--- src/rtl/ctl_i2c_pkg.sv ---
`timescale 1ns/1ps
package ctl_i2c_pkg;
  localparam logic [6:0] DEV_ADDR = 7'b0110001;
  localparam int PTR_W    = 2;
  localparam int NUM_REGS = 3;
  localparam int DATA_W   = 8;

  typedef enum logic [3:0] {
    ST_IDLE, ST_ADDR, ST_ADDR_ACK, ST_PTR, ST_PTR_ACK,
    ST_WDAT, ST_WDAT_ACK, ST_RDAT, ST_RACK
  } bus_st_e;

  // writable bits of each register
  function automatic logic [DATA_W-1:0] reg_mask(input int idx);
    case (idx)
      0:       return 8'h01;
      1:       return 8'h07;
      2:       return 8'h1F;
      default: return 8'h00;
    endcase
  endfunction

  function automatic logic [DATA_W-1:0] reg_dflt(input int idx);
    case (idx)
      0:       return 8'h01;
      1:       return 8'h04;
      default: return 8'h00;
    endcase
  endfunction
endpackage

--- src/rtl/i2c_line_sync.sv ---
`timescale 1ns/1ps
module i2c_line_sync #(
  parameter int STAGES = 2
) (
  input  logic clk,
  input  logic rst_n,
  input  logic scl_i,
  input  logic sda_i,
  output logic scl_s,
  output logic sda_s,
  output logic scl_rise,
  output logic scl_fall,
  output logic start_det,
  output logic stop_det
);
  logic [STAGES-1:0] scl_sh, sda_sh;
  logic scl_p, sda_p;

  always_ff @(posedge clk or negedge rst_n) begin
    if (!rst_n) begin
      scl_sh <= '1;
      sda_sh <= '1;
      scl_p  <= 1'b1;
      sda_p  <= 1'b1;
    end else begin
      scl_sh <= {scl_sh[STAGES-2:0], scl_i};
      sda_sh <= {sda_sh[STAGES-2:0], sda_i};
      scl_p  <= scl_sh[STAGES-1];
      sda_p  <= sda_sh[STAGES-1];
    end
  end

  assign scl_s     = scl_sh[STAGES-1];
  assign sda_s     = sda_sh[STAGES-1];
  assign scl_rise  = scl_s & ~scl_p;
  assign scl_fall  = ~scl_s & scl_p;
  assign start_det = scl_s & scl_p & sda_p & ~sda_s;
  assign stop_det  = scl_s & scl_p & ~sda_p & sda_s;
endmodule

--- src/rtl/i2c_slave_fsm.sv ---
`timescale 1ns/1ps
module i2c_slave_fsm
  import ctl_i2c_pkg::*;
#(
  parameter logic [6:0] ADDR = DEV_ADDR,
  parameter int PW = PTR_W,
  parameter int DW = DATA_W
) (
  input  logic          clk,
  input  logic          rst_n,
  input  logic          sda_s,
  input  logic          scl_rise,
  input  logic          scl_fall,
  input  logic          start_det,
  input  logic          stop_det,
  input  logic [DW-1:0] rd_data_i,
  output logic          sda_oe_o,
  output logic          wr_en_o,
  output logic [DW-1:0] wr_data_o,
  output logic          ptr_ld_o,
  output logic [PW-1:0] ptr_val_o,
  output logic          ptr_inc_o
);
  localparam int CW = $clog2(DW + 1);

  bus_st_e        st;
  logic [CW-1:0]  bit_cnt;
  logic [DW-1:0]  rx_sh, tx_sh;
  logic           rw_q, nack_q, ack_q;
  logic           byte_done, rd_take;

  assign byte_done = scl_fall && (bit_cnt == CW'(DW));
  assign wr_en_o   = (st == ST_WDAT) && byte_done;
  assign ptr_ld_o  = (st == ST_PTR) && byte_done;
  assign ptr_val_o = rx_sh[PW-1:0];
  assign wr_data_o = rx_sh;
  assign rd_take   = scl_fall && (((st == ST_ADDR_ACK) && rw_q) ||
                                  ((st == ST_RACK) && !nack_q));
  assign ptr_inc_o = wr_en_o || rd_take;
  assign sda_oe_o  = (st == ST_RDAT) ? ~tx_sh[DW-1] : ack_q;

  always_ff @(posedge clk or negedge rst_n) begin
    if (!rst_n) begin
      st      <= ST_IDLE;
      bit_cnt <= '0;
      rx_sh   <= '0;
      tx_sh   <= '1;
      rw_q    <= 1'b0;
      nack_q  <= 1'b1;
      ack_q   <= 1'b0;
    end else if (start_det) begin
      st      <= ST_ADDR;
      bit_cnt <= '0;
      ack_q   <= 1'b0;
    end else if (stop_det) begin
      st      <= ST_IDLE;
      bit_cnt <= '0;
      ack_q   <= 1'b0;
    end else begin
      unique case (st)
        ST_ADDR, ST_PTR, ST_WDAT: begin
          if (scl_rise && (bit_cnt != CW'(DW))) begin
            rx_sh   <= {rx_sh[DW-2:0], sda_s};
            bit_cnt <= bit_cnt + 1'b1;
          end
          if (byte_done) begin
            bit_cnt <= '0;
            if (st == ST_ADDR) begin
              if (rx_sh[DW-1:1] == ADDR) begin
                rw_q  <= rx_sh[0];
                ack_q <= 1'b1;
                st    <= ST_ADDR_ACK;
              end else begin
                st <= ST_IDLE;
              end
            end else begin
              ack_q <= 1'b1;
              st    <= (st == ST_PTR) ? ST_PTR_ACK : ST_WDAT_ACK;
            end
          end
        end
        ST_ADDR_ACK: begin
          if (scl_fall) begin
            ack_q <= 1'b0;
            if (rw_q) begin
              tx_sh <= rd_data_i;
              st    <= ST_RDAT;
            end else begin
              st <= ST_PTR;
            end
          end
        end
        ST_PTR_ACK, ST_WDAT_ACK: begin
          if (scl_fall) begin
            ack_q <= 1'b0;
            st    <= ST_WDAT;
          end
        end
        ST_RDAT: begin
          if (scl_fall) begin
            if (bit_cnt == CW'(DW - 1)) begin
              bit_cnt <= '0;
              tx_sh   <= '1;
              nack_q  <= 1'b1;
              st      <= ST_RACK;
            end else begin
              tx_sh   <= {tx_sh[DW-2:0], 1'b1};
              bit_cnt <= bit_cnt + 1'b1;
            end
          end
        end
        ST_RACK: begin
          if (scl_rise) nack_q <= sda_s;
          if (scl_fall) begin
            if (!nack_q) begin
              tx_sh <= rd_data_i;
              st    <= ST_RDAT;
            end else begin
              st <= ST_IDLE;
            end
          end
        end
        default: ;
      endcase
    end
  end
endmodule

--- src/rtl/ctl_reg_bank.sv ---
`timescale 1ns/1ps
module ctl_reg_bank
  import ctl_i2c_pkg::*;
#(
  parameter int NR = NUM_REGS,
  parameter int PW = PTR_W,
  parameter int DW = DATA_W
) (
  input  logic          clk,
  input  logic          rst_n,
  input  logic          wr_en_i,
  input  logic [DW-1:0] wr_data_i,
  input  logic          ptr_ld_i,
  input  logic [PW-1:0] ptr_val_i,
  input  logic          ptr_inc_i,
  output logic [DW-1:0] rd_data_o,
  output logic [PW-1:0] ptr_o,
  output logic          pwr_on_o,
  output logic [2:0]    in_sel_o,
  output logic          fmt_o,
  output logic [2:0]    mode_o,
  output logic          mute_o
);
  localparam logic [PW-1:0] LAST = PW'(NR - 1);

  logic [DW-1:0] regs [NR];
  logic [PW-1:0] ptr_q;

  for (genvar g = 0; g < NR; g++) begin : g_reg
    always_ff @(posedge clk or negedge rst_n) begin
      if (!rst_n)
        regs[g] <= reg_dflt(g);
      else if (wr_en_i && (ptr_q == PW'(g)))
        regs[g] <= wr_data_i & reg_mask(g);
    end
  end

  always_ff @(posedge clk or negedge rst_n) begin
    if (!rst_n)         ptr_q <= '0;
    else if (ptr_ld_i)  ptr_q <= ptr_val_i;
    else if (ptr_inc_i) ptr_q <= (ptr_q >= LAST) ? '0 : ptr_q + 1'b1;
  end

  always_comb begin
    rd_data_o = '0;
    for (int i = 0; i < NR; i++)
      if (ptr_q == PW'(i)) rd_data_o = regs[i];
  end

  assign ptr_o    = ptr_q;
  assign pwr_on_o = regs[0][0];
  assign in_sel_o = regs[1][2:0];
  assign fmt_o    = regs[2][4];
  assign mode_o   = regs[2][3:1];
  assign mute_o   = regs[2][0];
endmodule

--- src/rtl/ctl_i2c_regfile.sv ---
`timescale 1ns/1ps
module ctl_i2c_regfile
  import ctl_i2c_pkg::*;
#(
  parameter int         SYNC_STAGES = 2,
  parameter logic [6:0] SLAVE_ADDR  = DEV_ADDR
) (
  input  logic       clk_i,
  input  logic       rst_n_i,
  input  logic       scl_i,
  input  logic       sda_i,
  output logic       sda_oe_o,
  output logic       pwr_on_o,
  output logic [2:0] in_sel_o,
  output logic       fmt_o,
  output logic [2:0] mode_o,
  output logic       mute_o
);
  logic scl_s, sda_s, scl_rise, scl_fall, start_det, stop_det;
  logic wr_en, ptr_ld, ptr_inc;
  logic [DATA_W-1:0] wr_data, rd_data;
  logic [PTR_W-1:0]  ptr_val, ptr_q;

  i2c_line_sync #(.STAGES(SYNC_STAGES)) sync_i (
    .clk(clk_i), .rst_n(rst_n_i), .scl_i(scl_i), .sda_i(sda_i),
    .scl_s(scl_s), .sda_s(sda_s), .scl_rise(scl_rise), .scl_fall(scl_fall),
    .start_det(start_det), .stop_det(stop_det)
  );

  i2c_slave_fsm #(.ADDR(SLAVE_ADDR), .PW(PTR_W), .DW(DATA_W)) fsm_i (
    .clk(clk_i), .rst_n(rst_n_i), .sda_s(sda_s),
    .scl_rise(scl_rise), .scl_fall(scl_fall),
    .start_det(start_det), .stop_det(stop_det),
    .rd_data_i(rd_data), .sda_oe_o(sda_oe_o),
    .wr_en_o(wr_en), .wr_data_o(wr_data),
    .ptr_ld_o(ptr_ld), .ptr_val_o(ptr_val), .ptr_inc_o(ptr_inc)
  );

  ctl_reg_bank #(.NR(NUM_REGS), .PW(PTR_W), .DW(DATA_W)) bank_i (
    .clk(clk_i), .rst_n(rst_n_i),
    .wr_en_i(wr_en), .wr_data_i(wr_data),
    .ptr_ld_i(ptr_ld), .ptr_val_i(ptr_val), .ptr_inc_i(ptr_inc),
    .rd_data_o(rd_data), .ptr_o(ptr_q),
    .pwr_on_o(pwr_on_o), .in_sel_o(in_sel_o), .fmt_o(fmt_o),
    .mode_o(mode_o), .mute_o(mute_o)
  );
endmodule

--- config.mk ---
export PLATFORM = sky130hd
export DESIGN_NAME = ctl_i2c_regfile
export DESIGN_NICKNAME = d
export VERILOG_FILES = /design/src/rtl/ctl_i2c_pkg.sv /design/src/rtl/i2c_line_sync.sv /design/src/rtl/i2c_slave_fsm.sv /design/src/rtl/ctl_reg_bank.sv /design/src/rtl/ctl_i2c_regfile.sv
export SDC_FILE = /design/constraint.sdc
export NUM_CORES = 1
export LEC_CHECK = 0
export BUFFER_PORTS_ARGS = -buffer_cell sky130_fd_sc_hd__clkbuf_2
export CAP_MARGIN = 20
export CORE_MARGIN = 3
export CORE_UTILIZATION = 61
export CTS_CLUSTER_SIZE = 8
export DETAILED_ROUTE_END_ITERATION = 8
export PLACE_DENSITY = 0.85
export SETUP_SLACK_MARGIN = 0.1
export SLEW_MARGIN = 20
export SYNTH_ARGS = -nofsm -noshare
export SYNTH_HDL_FRONTEND = slang
export SYNTH_HIERARCHICAL = 1
export SYNTH_SLANG_ARGS = --single-unit
--- constraint.sdc ---
create_clock -name clk_i -period 2.58 [get_ports clk_i]
set_input_delay 0.129 -clock clk_i [delete_from_list [all_inputs] [get_ports clk_i]]
set_output_delay 0.129 -clock clk_i [all_outputs]
set_load 0.02 [all_outputs]
==> results by group <==
STA
  • F_max: approximately 0.45 GHz
  • RSZ-0062 raised after global routing: no
  • Worst slew margin: between 60% and 70%
  • TNS Setup: 0 ps
  • Hold violation count in the final report: 0
  • Final setup violation count: 0
  • Slew @ Worst Pin: 585 ps
  • Period utilization: 85.5%
  • Final Hold Slack: 329 ps
  • Final Max Tran Viols: 0
  • Final Critical Period: roughly 2200 ps
  • Max Clock Skew: 10.5 ps

Clock tree
  • H-tree levels: 2
  • Longest Clk Path Bufs: 2
  • Hold bufs inserted after CTS: 3
  • Post-cts gate resize count: 0
  • Clock Latency Late Sink: 300 ps
  • TritonCTS clock tree: done
  • TritonCTS Buffers: 5
  • CTS root buf: clkbuf_8
  • Setup bufs post-CTS: 0
  • Clock transition at path regs: 90 ps
  • # clock sinks: 44

Detailed routing
  • Drt total wl: 5350 um
  • Via count: 1899
  • Met3 wire len: 293 um
  • Max Used Layer: met4
  • DR vias/cell: 6.35
  • DRT met1 WL: 2440 um
  • DRT iter0 DRCs: 195
  • Met2 routed WL: 2560 um
  • WL/cell: 17.9 um
  • Antenna Nets Post-Route: 0
  • Number of remaining DRC errors: 0
  • DRT Pass-1 Iters: 5

Synthesis
  • Synth Register Bits: 44
  • Post-synth top flop: dfrtp_1
  • Synth cell types: 66
  • Most frequent cell after synthesis: dfrtp_1
  • Syn_area_per_cell: between 10 and 15 um^2
  • Sequential cell area fraction in the yosys report: between 40 and 50%
  • Post-synth top area share: about a quarter
  • Area contributors post-synth: dfrtp_1 (27%), dfstp_2 (18%), mux2_1 (4.0%)
  • Biggest area consumer among synthesized cells: dfrtp_1
  • Ys Warns: 6
  • Syn Std Cell Area: approximately 2500 um^2
  • Number of flops mapped to enable cells by yosys: 0
  • Syn Inst Count: ~240
  • Post-synth top cells: dfrtp_1 (27), dfstp_2 (17), inv_1 (15)
  • Async S/R FF share, synth: 100%

Power and ir drop
  • Tot Pwr: approximately 0.0021 W
  • Pwr dens: 779 nW/um^2
  • Lkg Pwr: roughly 1.2 nW
  • Peak supply drop: 0.000460 V

Cells and area
  • Layout Utilization: 71.8%
  • Total Nets Final: about 260
  • Area growth syn-to-layout: 8.65%
  • Reg area: 1120 um^2
  • Diodes inserted: 0
  • # fillers: approximately 270
  • Share of layout cells above drive strength 1: about a quarter
  • Footprint of the multi-input gates: 1240 um^2

Global route
  • GRT Total Usage: 22.4%
  • Global-route wire length before repair: 8760 um
  • GRT Residual Overflow: 0
  • Initial antenna violation count: 0
  • Number of global-route vias before repair: about 1.8k
  • Largest net degree at the start of global routing: 25

Worst setup path
  • Worst Path Arrival: 2440 ps
  • Max Fanout on Critical Path: 5
  • Required time worst endpoint: roughly 2800 ps
  • Crit path kind: flip-flop to flip-flop
  • CP Launch Type: flip-flop
  • CP Capture Type: flip-flop

Placement
  • Hpwl dp: 3780 um
  • Placer Congestion: between 0.9 and 1
  • Input/output buffers: 13

Floorplanning
  • Die area: approximately 5000 um^2
  • DIE HEIGHT: 70.4 um
  • Die width: 70.4 um
  • Initial core utilization: 66.1%
  • Top Ports: 14
  • Row count: 22
  • Core box area: 3830 um^2

Status
  • Outcome: finished clean

Worst hold path
  • Worst Hold Class: input port to async pin

Flow run
  • Max_cap viols: 0
final cells by class:
type                            count  share of cell area (%)
Clock buffer                        5                    2.50
Clock inverter                      3                    1.68
Inverter                           17                    2.32
Multi-Input combinational cell    159                    45.1
Sequential cell                    44                    40.8
Tap cell                           48                    2.18
Timing Repair Buffer               23                    5.37
worst max-delay path, stage by stage (launching register included):
cell     delay, ps
dfrtp_1        410
inv_1           90
ha_1           210
and4b_1        310
nand2_1        100
nor3_1         160
buf_4          170
a41o_1         140
or3b_1         370
a31oi_1        160
metal layers:
metal	up-vias	track usage, %
li1	897	-
met1	940	30.1
met2	56	35.8
met3	6	5.47
met4	0	7.02
met5	-	0
flip-flops by register name (all words and copies together), names as in the netlist, 2 cells and up:
signal,count
fsm_i/tx_sh,8
sync_i/scl_sh,2
sync_i/sda_sh,2
fsm_i/bit_cnt,4
fsm_i/st,4
bank_i/ptr_o,2
bank_i/in_sel_o,3
fsm_i/wr_data_o,8
bank_i/mode_o,3
where the power goes:
group	total [W]	switching (W)	leakage, nW	internal [W]
Sequential	0.00101	0.000175	0.544	0.000837
Clock	0.000543	0.000251	0.0548	0.000292
Combinational	0.000588	0.000319	0.588	0.000269
per-stage QoR:
step | area [um^2] | setup WS [ps] | std cells
CTS | 2750 | 393 | 299
finish | 2750 | 375 | 299
floorplan | 2540 | 354 | 238
global route | 2750 | 236 | 299
detailed placement | 2600 | 391 | 288
global placement | 2600 | 492 | 288
path summary, 6_finish.rpt:
check,slack (ps),from,depth (start not counted),end
max,370,fsm_i/bit_cnt[0]$_DFFE_PN0P_,9,bank_i/ptr_o[0]$_DFFE_PN0P_
min,330,rst_n_i,2,fsm_i/st[2]$_DFFE_PN0P_
max reg2reg,370,fsm_i/bit_cnt[0]$_DFFE_PN0P_,9,bank_i/ptr_o[0]$_DFFE_PN0P_
min reg2reg,350,sync_i/scl_sh[0]$_DFF_PN1_,0,sync_i/scl_sh[1]$_DFF_PN1_
max in group asynchronous,1490,rst_n_i,3,sync_i/sda_p$_DFF_PN1_
min in group clk_i,350,sync_i/scl_sh[0]$_DFF_PN1_,0,sync_i/scl_sh[1]$_DFF_PN1_
cell usage in the layout, fill, tap and decap left out, drive strengths merged, types with 3 or more instances in the layout:
cell	n
dfrtp	27
inv	18
clkbuf	18
mux2	18
dfstp	17
a21oi	12
mux2i	9
nand2	9
o22ai	8
buf	7
o21ai	6
nand2b	5
nor2b	5
and4b	5
nor2	5
nand3b	5
a31oi	4
nor3b	4
nor3	4
nand3	4
and2b	4
and2	3
conb	3
dlygate4sd3	3
a211oi	3
cells by family (layout without fill, tap and decap cells):
group / count (synthesis) / after routing / synth area share, %
adder cells (fa/ha/maj): 3 / 3 / 1.38
buffers and inverters: 35 / 48 / 6.92
AO/OA/AOI/OAI: 59 / 59 / 17.0
XOR/XNOR: 1 / 1 / 0.346
flip-flops: 44 / 44 / 44.4
AND/OR/NAND/NOR: 66 / 66 / 18.2
other: 1 / 3 / 0.148
multiplexers: 27 / 27 / 11.6
Power figures use the tool's default switching activity.
